==> src/rtl/gpio_port_pkg.sv <==
package gpio_port_pkg;
  typedef enum logic [1:0] {
    NMODE_OUT  = 2'b00,
    NMODE_IN   = 2'b01,
    NMODE_ADR  = 2'b10,
    NMODE_ADR2 = 2'b11
  } nib_mode_e;

  localparam int unsigned MODE_FIELD_W = 2;

  function automatic logic is_addr_mode(input logic [1:0] m);
    return m[1];
  endfunction
endpackage

==> src/rtl/gpio_sync.sv <==
module gpio_sync #(
  parameter int unsigned W      = 8,
  parameter int unsigned STAGES = 2
) (
  input  logic         clk,
  input  logic         rst,
  input  logic [W-1:0] d,
  output logic [W-1:0] q
);
  logic [W-1:0] stage_q [STAGES];

  generate
    for (genvar s = 0; s < STAGES; s++) begin : g_stage
      if (s == 0) begin : g_first
        always_ff @(posedge clk) begin
          if (rst) stage_q[s] <= '0;
          else     stage_q[s] <= d;
        end
      end else begin : g_next
        always_ff @(posedge clk) begin
          if (rst) stage_q[s] <= '0;
          else     stage_q[s] <= stage_q[s-1];
        end
      end
    end
  endgenerate

  assign q = stage_q[STAGES-1];
endmodule

==> src/rtl/gpio_nibble.sv <==
module gpio_nibble
  import gpio_port_pkg::*;
#(
  parameter int unsigned NW = 4
) (
  input  logic          clk,
  input  logic          rst,
  input  logic [1:0]    mode,
  input  logic          od_en,
  input  logic [NW-1:0] out_bits,
  input  logic [NW-1:0] adr_bits,
  input  logic [NW-1:0] sync_bits,
  output logic [NW-1:0] drive_q,
  output logic [NW-1:0] oe_q,
  output logic [NW-1:0] rd_bits
);
  logic [NW-1:0] drive_d;
  logic [NW-1:0] oe_d;

  always_comb begin
    drive_d = is_addr_mode(mode) ? adr_bits : out_bits;
    unique case (nib_mode_e'(mode))
      NMODE_OUT: oe_d = od_en ? ~out_bits : '1;
      NMODE_IN:  oe_d = '0;
      default:   oe_d = '1;
    endcase
  end

  always_ff @(posedge clk) begin
    if (rst) begin
      drive_q <= '0;
      oe_q    <= '0;
    end else begin
      drive_q <= drive_d;
      oe_q    <= oe_d;
    end
  end

  assign rd_bits = (nib_mode_e'(mode) == NMODE_IN) ? sync_bits : drive_q;
endmodule

==> src/rtl/gpio_nibble_port.sv <==
module gpio_nibble_port
  import gpio_port_pkg::*;
#(
  parameter int unsigned PORT_W      = 8,
  parameter int unsigned NIB_W       = 4,
  parameter int unsigned RF_AW       = 8,
  parameter logic [7:0]  DATA_ADDR   = 8'h00,
  parameter logic [7:0]  MODE_ADDR   = 8'hF8,
  parameter int unsigned SYNC_STAGES = 2
) (
  input  logic              clk,
  input  logic              rst,
  input  logic [RF_AW-1:0]  rf_addr,
  input  logic              rf_we,
  input  logic [PORT_W-1:0] rf_wdata,
  output logic [PORT_W-1:0] rf_rdata,
  output logic [PORT_W-1:0] pad_out,
  output logic [PORT_W-1:0] pad_oe,
  input  logic [PORT_W-1:0] pad_in,
  input  logic [PORT_W-1:0] abus
);
  localparam int unsigned NIBS   = PORT_W / NIB_W;
  localparam int unsigned MODE_W = MODE_FIELD_W * NIBS + 1;
  localparam int unsigned OD_BIT = MODE_FIELD_W * NIBS;

  function automatic logic [MODE_W-1:0] mode_reset();
    logic [MODE_W-1:0] v;
    v = '0;
    for (int n = 0; n < NIBS; n++) v[n*MODE_FIELD_W +: MODE_FIELD_W] = NMODE_IN;
    return v;
  endfunction

  logic [MODE_W-1:0] mode_q;
  logic [PORT_W-1:0] out_q;
  logic [PORT_W-1:0] sync_in;
  logic [PORT_W-1:0] port_rd;
  logic [PORT_W-1:0] mode_rd;
  logic [PORT_W-1:0] rd_next;
  logic              hit_data;
  logic              hit_mode;

  assign hit_data = (rf_addr == RF_AW'(DATA_ADDR));
  assign hit_mode = (rf_addr == RF_AW'(MODE_ADDR));

  always_ff @(posedge clk) begin
    if (rst) begin
      mode_q <= mode_reset();
      out_q  <= '0;
    end else if (rf_we) begin
      if (hit_mode) mode_q <= rf_wdata[MODE_W-1:0];
      if (hit_data) out_q  <= rf_wdata;
    end
  end

  gpio_sync #(.W(PORT_W), .STAGES(SYNC_STAGES)) u_sync (
    .clk (clk),
    .rst (rst),
    .d   (pad_in),
    .q   (sync_in)
  );

  generate
    for (genvar n = 0; n < NIBS; n++) begin : g_nib
      gpio_nibble #(.NW(NIB_W)) u_nib (
        .clk       (clk),
        .rst       (rst),
        .mode      (mode_q[n*MODE_FIELD_W +: MODE_FIELD_W]),
        .od_en     (mode_q[OD_BIT]),
        .out_bits  (out_q[n*NIB_W +: NIB_W]),
        .adr_bits  (abus[n*NIB_W +: NIB_W]),
        .sync_bits (sync_in[n*NIB_W +: NIB_W]),
        .drive_q   (pad_out[n*NIB_W +: NIB_W]),
        .oe_q      (pad_oe[n*NIB_W +: NIB_W]),
        .rd_bits   (port_rd[n*NIB_W +: NIB_W])
      );
    end
  endgenerate

  always_comb begin
    mode_rd = '0;
    mode_rd[MODE_W-1:0] = mode_q;
    if (hit_data)      rd_next = port_rd;
    else if (hit_mode) rd_next = mode_rd;
    else               rd_next = '0;
  end

  always_ff @(posedge clk) begin
    if (rst) rf_rdata <= '0;
    else     rf_rdata <= rd_next;
  end
endmodule

==> config.mk <==
export PLATFORM = sky130hd
export DESIGN_NAME = gpio_nibble_port
export DESIGN_NICKNAME = d
export VERILOG_FILES = /design/src/rtl/gpio_port_pkg.sv /design/src/rtl/gpio_sync.sv /design/src/rtl/gpio_nibble.sv /design/src/rtl/gpio_nibble_port.sv
export SDC_FILE = /design/constraint.sdc
export NUM_CORES = 1
export LEC_CHECK = 0
export ABC_AREA = 1
export BUFFER_PORTS_ARGS = -buffer_cell sky130_fd_sc_hd__buf_2
export CAP_MARGIN = 20
export CORE_UTILIZATION = 24
export DETAILED_ROUTE_END_ITERATION = 8
export GPL_TIMING_DRIVEN = 0
export HOLD_SLACK_MARGIN = 0.08
export PLACE_DENSITY = 0.42
export SYNTH_ARGS = -nofsm -noshare
export SYNTH_HDL_FRONTEND = slang
export SYNTH_SLANG_ARGS = --single-unit
==> constraint.sdc <==
create_clock -name clk -period 1.8 [get_ports clk]
set_input_delay 0.09 -clock clk [delete_from_list [all_inputs] [get_ports clk]]
set_output_delay 0.09 -clock clk [all_outputs]
set_load 0.03 [all_outputs]
== Yosys cells after proc, flatten, opt, wreduce, memory -nomap -nowiden ==
Memory sizes are Yosys's and may differ from the RTL's.
Cells that the tools add are included.

* Bitwise gates (word level): 4
* Equal/unequal tests: 3
* Mux-type cells: 15
* Reduce and logical (&&, ||, !) cells: 5

{| class="wikitable"
|+ Operator list
! operator !! number
|-
| $mux 4 || 6
|-
| $mux 8 || 3
|-
| $pmux 4 s2 || 2
|-
| $eq 8x8->1 const B || 1
|-
| $logic_not 8->1 || 1
|-
| $not 4->4 || 2
|-
| $mux 5 || 1
|-
| $eq 2x1->1 const B || 2
|-
| $logic_not 2->1 || 2
|-
| $reduce_and 2->1 || 2
|-
| $mux 1 || 3
|-
| $or 1x1->1 || 2
|}

* Memory bits (writable): 16
* Bits in registers: 37
* Memories kept: 1
* Word-level logic and storage cells: 35
* Input bits: 35
* Output and inout port bits: 24

{| class="wikitable"
|+ Memory list
! name !! words !! width !! rd ports !! clocked after Yosys merged registers in !! write ports !! line !! RTL
|-
| u_sync.stage_q || 2 || 8 || 2 || 0 || 2 || gpio_sync.sv:10 || <nowiki>logic [W-1:0] stage_q [STAGES];</nowiki>
|}

== Logic depth before layout (Yosys ltp) ==
Gate-level depths: netlist of run 1.

* Word-level depth: 3
* Gate-level depth with buffers: 8
* Depth with buffers taken out: 8

== Hierarchy ==
A second synthesis of run 1 with hierarchy kept.

* Cell total of the unflattened synthesis: 283
* Area, all modules: 2,077.0 µm²

{| class="wikitable"
|+ Modules (own cells, without submodules)
! module !! cells an instance !! seq. area each (µm²) !! instances !! area an instance (µm²)
|-
| gpio_nibble_port || 139 || 420.4 || 1 || 949.7
|-
| gpio_nibble || 47 || 160.2 || 2 || 326.6
|-
| gpio_sync || 50 || 320.3 || 1 || 474.2
|}

== Worst setup path after synthesis of run 1 ==
Ideal clock, no wire load.

* Path type: register -> register
* Start point: reg mode_q[1]
* End point: reg rf_rdata[1]
* Required time: 1.681 ns
* Cell stages (with the launch flop): 7
* Library setup time: 0.119 ns
* Clock period less this slack: 0.950 ns
* Setup slack: 0.850 ns
* Arrival: 0.831 ns
* Path through: dfxtp_1 -> inv_2 -> buf_4 -> nand3_1 -> nand2_1 -> nand2_1 -> a21oi_2

* Longest elaborated chain between the ends: 3
* Elaborated cells on any way between the ends: 4
* Those cells by class: 1 x eq/ne; 3 x mux

{| class="wikitable"
|+ RTL lines
! item !! line !! RTL
|-
| start, declared || gpio_nibble_port.sv:33 || <nowiki>logic [MODE_W-1:0] mode_q;</nowiki>
|-
| start signal, assigned || gpio_nibble_port.sv:47 || <nowiki>mode_q <= mode_reset();</nowiki>
|-
| start signal, assigned || gpio_nibble_port.sv:50 || <nowiki>if (hit_mode) mode_q <= rf_wdata[MODE_W-1:0];</nowiki>
|-
| $eq 2x1->1 || gpio_nibble.sv:39 || <nowiki>assign rd_bits = (nib_mode_e'(mode) == NMODE_IN) ? sync_bits : drive_q;</nowiki>
|-
| $mux 4 || gpio_nibble.sv:39 ||
|-
| $mux 8 (*) || gpio_nibble_port.sv:82 || <nowiki>if (hit_data) rd_next = port_rd;</nowiki>
|-
| end signal, assigned || gpio_nibble_port.sv:89 || <nowiki>else rf_rdata <= rd_next;</nowiki>
|-
| end, declared || gpio_nibble_port.sv:16 || <nowiki>output logic [PORT_W-1:0] rf_rdata,</nowiki>
|}

Every way passes the cells marked *; elsewhere a longest branch is shown, timed or not.
A chain may end at the register's enable or synchronous reset.

== Worst setup path after layout of run 1 ==
* Start point: reg mode_q[3]
* End point: reg g_nib[1].u_nib.oe_q[0]

* Longest elaborated chain between the ends: 2
* Elaborated cells on any way between the ends: 3
* Those cells by class: 1 x eq/ne; 1 x mux; 1 x reduce/logical

{| class="wikitable"
|+ RTL lines
! item !! line !! RTL
|-
| $eq 2x1->1 / $logic_not 2->1 (equally long branches) || gpio_nibble.sv:22 || <nowiki>unique case (nib_mode_e'(mode))</nowiki>
|-
| $pmux 4 s2 (*) || gpio_nibble.sv:22 ||
|-
| end signal, assigned || gpio_nibble.sv:32 || <nowiki>oe_q <= '0;</nowiki>
|-
| end signal, assigned || gpio_nibble.sv:35 || <nowiki>oe_q <= oe_d;</nowiki>
|-
| end, declared || gpio_nibble.sv:14 || <nowiki>output logic [NW-1:0] oe_q,</nowiki>
|}

Marks and branches as above.

==> impl_metrics.csv, run 1 <==
group,metric,value,unit
synth,synth_cell_types,17,
synth,syn_area_per_cell,7.62,µm²
job,cap_violations,0,
sta,clock_skew,0.00831,ns
routing,drt-initial-drc-count,91,
worst_setup_path,cpPeakStageDelay,0.44,ns
clock_network,htree_levels,2,
worst_setup_path,path_cells,"inv_1 > nand2_1 > nand2_1 > a31oi_1",
synth,ys_ff_latch,53,
synth,synth_area_leader_cell,"dfxtp_1",
synth,synthDominantCellAreaShare,0.526,
synth,yosys.area_share.simple,0.269,
sta,rsz0062_at_grt,"false",
routing,drc,0,
routing,detail_route.wl_per_cell,10.9,µm
synth,ys_warn_count,0,
floorplan,dieWidth,93.7,µm
sta,slew_headroom,0.648,
routing,vias,1807,
synth,synthTopCellsByArea,"dfxtp_1 53%, nand2_1 12%, inv_1 6.9%, nor2_1 6.5%, nand3_1 6.0%",
synth,synth_mux_area_frac,0,
clock_network,cts_root_buf,"clkbuf_8",
global_route,grt_use_total,0.126,
routing,via_per_inst,3.99,
worst_setup_path,crit_required,2.03,ns
finish,drive_gt1_frac,0.247,
worst_setup_path,start_kind,"register",
floorplan,row_count,33,
finish,num_antenna_cells,0,
clock_network,clock_sinks,53,
sta,setup_viol,0,
worst_setup_path,cp-end-kind,"register",
worst_setup_path,slowest_stage,"dfxtp_1",
routing,final_antenna_net_count,0,
routing,first_pass_iters,4,
clock_network,cts_tree,"done",
worst_setup_path,worst_path_most_repeated_cell,"nand2_1",
synth,synth-adder-area-share,0,
clock_network,clkTransAtPathRegs,0.10,ns
finish,final_net_count,382,
floorplan,die_h,93.7,µm
synth,synth_top_family_by_area,"simple AND/OR/NAND/NOR gates",
synth,seq_area_frac_synth,0.526,
min_path,hp-start,"rf_wdata[5]",
placed_design,hpwlAfterDp,3640,µm
global_route,grt_overflow,0,
power_and_ir_drop,vdd_drop_max,0.292,mV
sta,fmax,875,MHz
synth,syn_nets,300,
floorplan,die_area,0.00878,mm²
synth,postSynthCellCount,265,
clock_network,cts_buffers,5,
worst_setup_path,worst-path-max-fanout,6,
clock_network,clockBufferDepth,2,
power_and_ir_drop,powerDensity,740,mW/mm²
sta,finalCriticalPeriod,1.14,ns
finish,final_cell_mix,"63 x nand2_1, 63 x buf_2, 53 x dfxtp_1",
placed_design,io_buffers,57,
global_route,antenna_found_initial,0,
outcome,status,"completed",
placed_design,gp_congestion,0.738,
worst_setup_path,timing.critical_path.buf_inv,1,
sta,min_period_over_period,0.635,
sta,setup_tns,0,ns
sta,fin_ws,0.657,ns
worst_setup_path,startpoint,"mode_q[3]$_SDFFE_PP0P_",
worst_setup_path,crit_arrival,1.38,ns
floorplan,io_pins,59,
global_route,grt_first_pass_wirelength,8380,µm
synth,synth_xor_area_frac,0,
worst_setup_path,critPathKind,"reg -> reg",
finish,areaGrowthSynthToFinish,33.7,%
sta,drv_slew,0,
floorplan,initial_core_util,0.247,
global_route,grt_max_degree,16,
routing,routed_wl,4950,µm
floorplan,core_area,0.00818,mm²
min_path,hp-class,"in -> reg",
placed_design,place_area,0.00243,mm²
synth,syn_area,0.00202,mm²
synth,synth_compound_area_frac,0.0905,
finish,fin_area,0.00270,mm²
sta,hold_violations,0,
placed_design,dp_slack,0.688,ns
power_and_ir_drop,power_leakage,1.29,nW
worst_setup_path,r2r_start,"mode_q[3]$_SDFFE_PP0P_",
worst_setup_path,critPathTopFamily,"flip-flops",
clock_network,insertion_delay,0.30,ns
sta,worstMarginPinSlew,0.528,ns
global_route,grt_pass1_vias,1792,
==> worst paths after layout <==
kind / slack, ns / endpoint / depth (start not counted)
hold reg to reg: 0.40 / u_sync.stage_q[1][1]$_SDFF_PP0_ / 2
hold / removal: 0.12 / out_q[5]$_SDFFE_PP0P_ / 5
setup reg to reg: 0.66 / g_nib[1].u_nib.oe_q[0]$_SDFF_PP0_ / 4
setup / recovery: 0.66 / g_nib[1].u_nib.oe_q[0]$_SDFF_PP0_ / 4
==> cell families (layout without fill, tap and decap cells) <==
logic type             Yosys count  after routing
AOI/OAI and AO/OA               30             30
buffers and inverters           52            135
DFF                             53             53
and+or+nand+nor                130            130
==> cell usage after synthesis <==
library cell   n
buf_1          2
nand4_1        5
buf_6          2
nand3_1       24
inv_4          1
inv_1         37
nand2_2        2
buf_4          3
buf_2          6
inv_2          1
nor2_4         1
a21oi_2        6
nand2_1       63
a31oi_1        8
a21oi_1       16
nor2_1        35
dfxtp_1       53
==> what timing repair did <==
action / in CTS / in global routing
resized for setup: 0 / 0
hold buffers: 18 / 0
endpoints found under the hold margin: 18 / 0
setup buffers: 0 / 0
==> worst min-delay path, cell delays in order <==
cell     delay [ns]
buf_2          0.08
inv_1          0.04
nand3_1        0.07
nand2_1        0.05
nor2_1         0.07
==> layer usage <==
layer  share of wire  up-vias  track usage
met2            0.46       43        0.210
met1            0.48      776        0.158
met3           0.050        6       0.0291
met5               0        -            0
met4           0.016        0       0.0423
li1                -      982            -
==> report_power, final <==
| group | switching, mW | internal (mW) | leakage, nW |
|---|---|---|---|
| clock | 0.378 | 0.271 | 0.0450 |
| combinational | 0.0758 | 0.0767 | 0.816 |
| sequential | 0.00479 | 1.19 | 0.430 |
| total | 0.458 | 1.54 | 1.29 |
==> area by class of cell <==
type | instances | area (µm²)
Multi-Input combinational cell | 160 | 726
Buffer | 13 | 82.6
Timing Repair Buffer | 75 | 465
Tap cell | 105 | 131
Fill cell | 901 | 5480
Clock inverter | 2 | 10.0
Inverter | 39 | 149
Sequential cell | 53 | 1060
Clock buffer | 6 | 72.6
==> metrics by stage <==
step                      instances  power, mW  utilization  hold WS [ns]
after detailed placement        427       1.35        0.298         0.296
after CTS                       453       2.03        0.330         0.115
after global routing            453       2.11        0.330         0.119
after global placement          427       1.35        0.298         0.297
final                           453       2.00        0.330         0.116
after floorplan                 265       1.29            -         0.197
==> sequential cells by signal, summed over array words and instances, names as in the netlist <==
signal               count
mode_q                   5
g_nib.u_nib.oe_q         8
rf_rdata                 8
u_sync.stage_q          16
g_nib.u_nib.drive_q      8
out_q                    8
Power figures use the tool's default switching activity.
==> run 2, diff against run 1 <==
clock period = 1.1 ns   (was 1.8 ns; I/O delays follow)
==> impl_metrics.csv, run 2 (synthesis gave the netlist of run 1 again) <==
group,metric,value,unit
placed_design,post-place-cells,427,
finish,final_cell_mix,"62 x nand2_1, 62 x buf_2, 50 x dfxtp_1",
clock_network,cts_buffers,5,
clock_network,clock_sinks,53,
sta,clock_skew,0.00758,ns
routing,highest_layer,"met4",
placed_design,hpwlAfterDp,3640,µm
power_and_ir_drop,vdd_drop_max,0.478,mV
finish,top_register,"u_sync.stage_q",
job,cap_violations,0,
finish,largest_reg_flops,16,
worst_setup_path,slowest_stage,"dfxtp_1",
power_and_ir_drop,powerDensity,1200,mW/mm²
worst_setup_path,crit_arrival,1.18,ns
floorplan,core_area,0.00818,mm²
sta,setup_viol,0,
finish,seq_area,0.00107,mm²
worst_setup_path,critPathKind,"reg -> reg",
worst_setup_path,timing.critical_path.buf_inv,0,
global_route,grt_pass1_vias,1801,
power_and_ir_drop,power_leakage,1.30,nW
global_route,grt_max_degree,16,
worst_setup_path,critPathTopFamily,"flip-flops",
sta,hold_violations,0,
routing,drc,0,
finish,final_net_count,382,
worst_setup_path,crit_cells,3,
finish,layout.cells.non_filler,453,
sta,drv_slew,0,
clock_network,htree_levels,2,
sta,min_period_over_period,0.904,
routing,wl_met2,2280,µm
floorplan,row_count,33,
finish,areaGrowthSynthToFinish,34.6,%
routing,routed_wl,4970,µm
worst_setup_path,path_cells,"nand2_2 > nand2_1 > a31oi_1",
worst_setup_path,reg2reg_slack,0.11,ns
global_route,grt_use_total,0.126,
routing,final_antenna_net_count,0,
global_route,antenna_found_initial,0,
min_path,hp-class,"in -> reg",
routing,first_pass_iters,4,
floorplan,io_pins,59,
sta,finalCriticalPeriod,0.994,ns
floorplan,die_h,93.7,µm
placed_design,io_buffers,57,
clock_network,insertion_delay,0.30,ns
floorplan,die_area,0.00878,mm²
routing,via_per_inst,4.02,
floorplan,dieWidth,93.7,µm
finish,drive_gt1_frac,0.264,
clock_network,clkTransAtPathRegs,0.09,ns
clock_network,cts_tree,"done",
worst_setup_path,cp-end-kind,"register",
clock_network,cts_root_buf,"clkbuf_8",
clock_network,clockBufferDepth,2,
finish,multi_input_area,728,µm²
floorplan,initial_core_util,0.247,
finish,fill_cells,897,
finish,fin_area,0.00272,mm²
global_route,grt_first_pass_wirelength,8420,µm
placed_design,gp_congestion,0.738,
outcome,status,"completed",
worst_setup_path,start_kind,"register",
placed_design,place_area,0.00243,mm²
sta,worstMarginPinSlew,0.415,ns
routing,detail_route.wl_per_cell,11.0,µm
min_path,hold_path_depth,5,
sta,fmax,1010,MHz
sta,slew_headroom,0.723,
worst_setup_path,rr_worst_depth,3,
routing,route.met3.wl,239,µm
routing,drt-initial-drc-count,104,
worst_setup_path,cpPeakStageDelay,0.50,ns
routing,vias,1820,
finish,num_antenna_cells,0,
global_route,grt_overflow,0,
routing,wl_met1,2370,µm
worst_setup_path,worst-path-max-fanout,7,
worst_setup_path,crit_required,1.28,ns
[run 2: area by class of cell]
cell class,count,area share
buffer,12,0.0313
clock buffer,6,0.0267
clock inverter,2,0.00368
inverter,39,0.0548
multi-input combinational,160,0.268
sequential,53,0.393
tap,105,0.0484
timing repair buffer,76,0.174
[run 2: repair_timing]
action	CTS	global route
resized for setup	2	7
hold buffers	18	0
setup buffers	0	1
endpoints found under the hold margin	18	0
setup endpoints to repair	10	14
[run 2: worst paths after layout]
kind,start,endpoint
setup / recovery,mode_q[2]$_SDFFE_PP1P_,g_nib[1].u_nib.oe_q[0]$_SDFF_PP0_
hold / removal,rf_wdata[5],out_q[5]$_SDFFE_PP0P_
setup reg to reg,mode_q[2]$_SDFFE_PP1P_,g_nib[1].u_nib.oe_q[0]$_SDFF_PP0_
hold reg to reg,u_sync.stage_q[0][1]$_SDFF_PP0_,u_sync.stage_q[1][1]$_SDFF_PP0_
[run 2: per-layer routing]
metal	track usage	vias up
met2	0.212	41
met4	0.0423	0
met1	0.159	788
met5	0	-
met3	0.0291	6
li1	-	985
[run 2: metrics by stage]
stage               hold WS [ns]  power, mW  setup TNS [ns]  worst slack (ns)   util
CTS                       0.0803       3.32               0            0.0297  0.330
floorplan                  0.162       2.11               0             0.150      -
global route              0.0840       3.45        -0.00460          -0.00460  0.332
finish                    0.0807       3.26               0             0.106  0.332
detailed placement         0.261       2.20         -0.0118           -0.0118  0.298
global placement           0.262       2.20         -0.0731           -0.0344  0.298
[run 2: worst min-delay path: stages]
cell and delay (ns):
buf_2 0.08, inv_1 0.04, nand3_1 0.07, nand2_1 0.05
nor2_1 0.07
[run 2: power by group]
group          leakage (nW)  switching, mW  total (mW)  internal [mW]
sequential            0.431        0.00807        1.95           1.94
combinational         0.824          0.124       0.249          0.126
clock                0.0450          0.616        1.06          0.443
total                  1.30          0.748        3.26           2.51
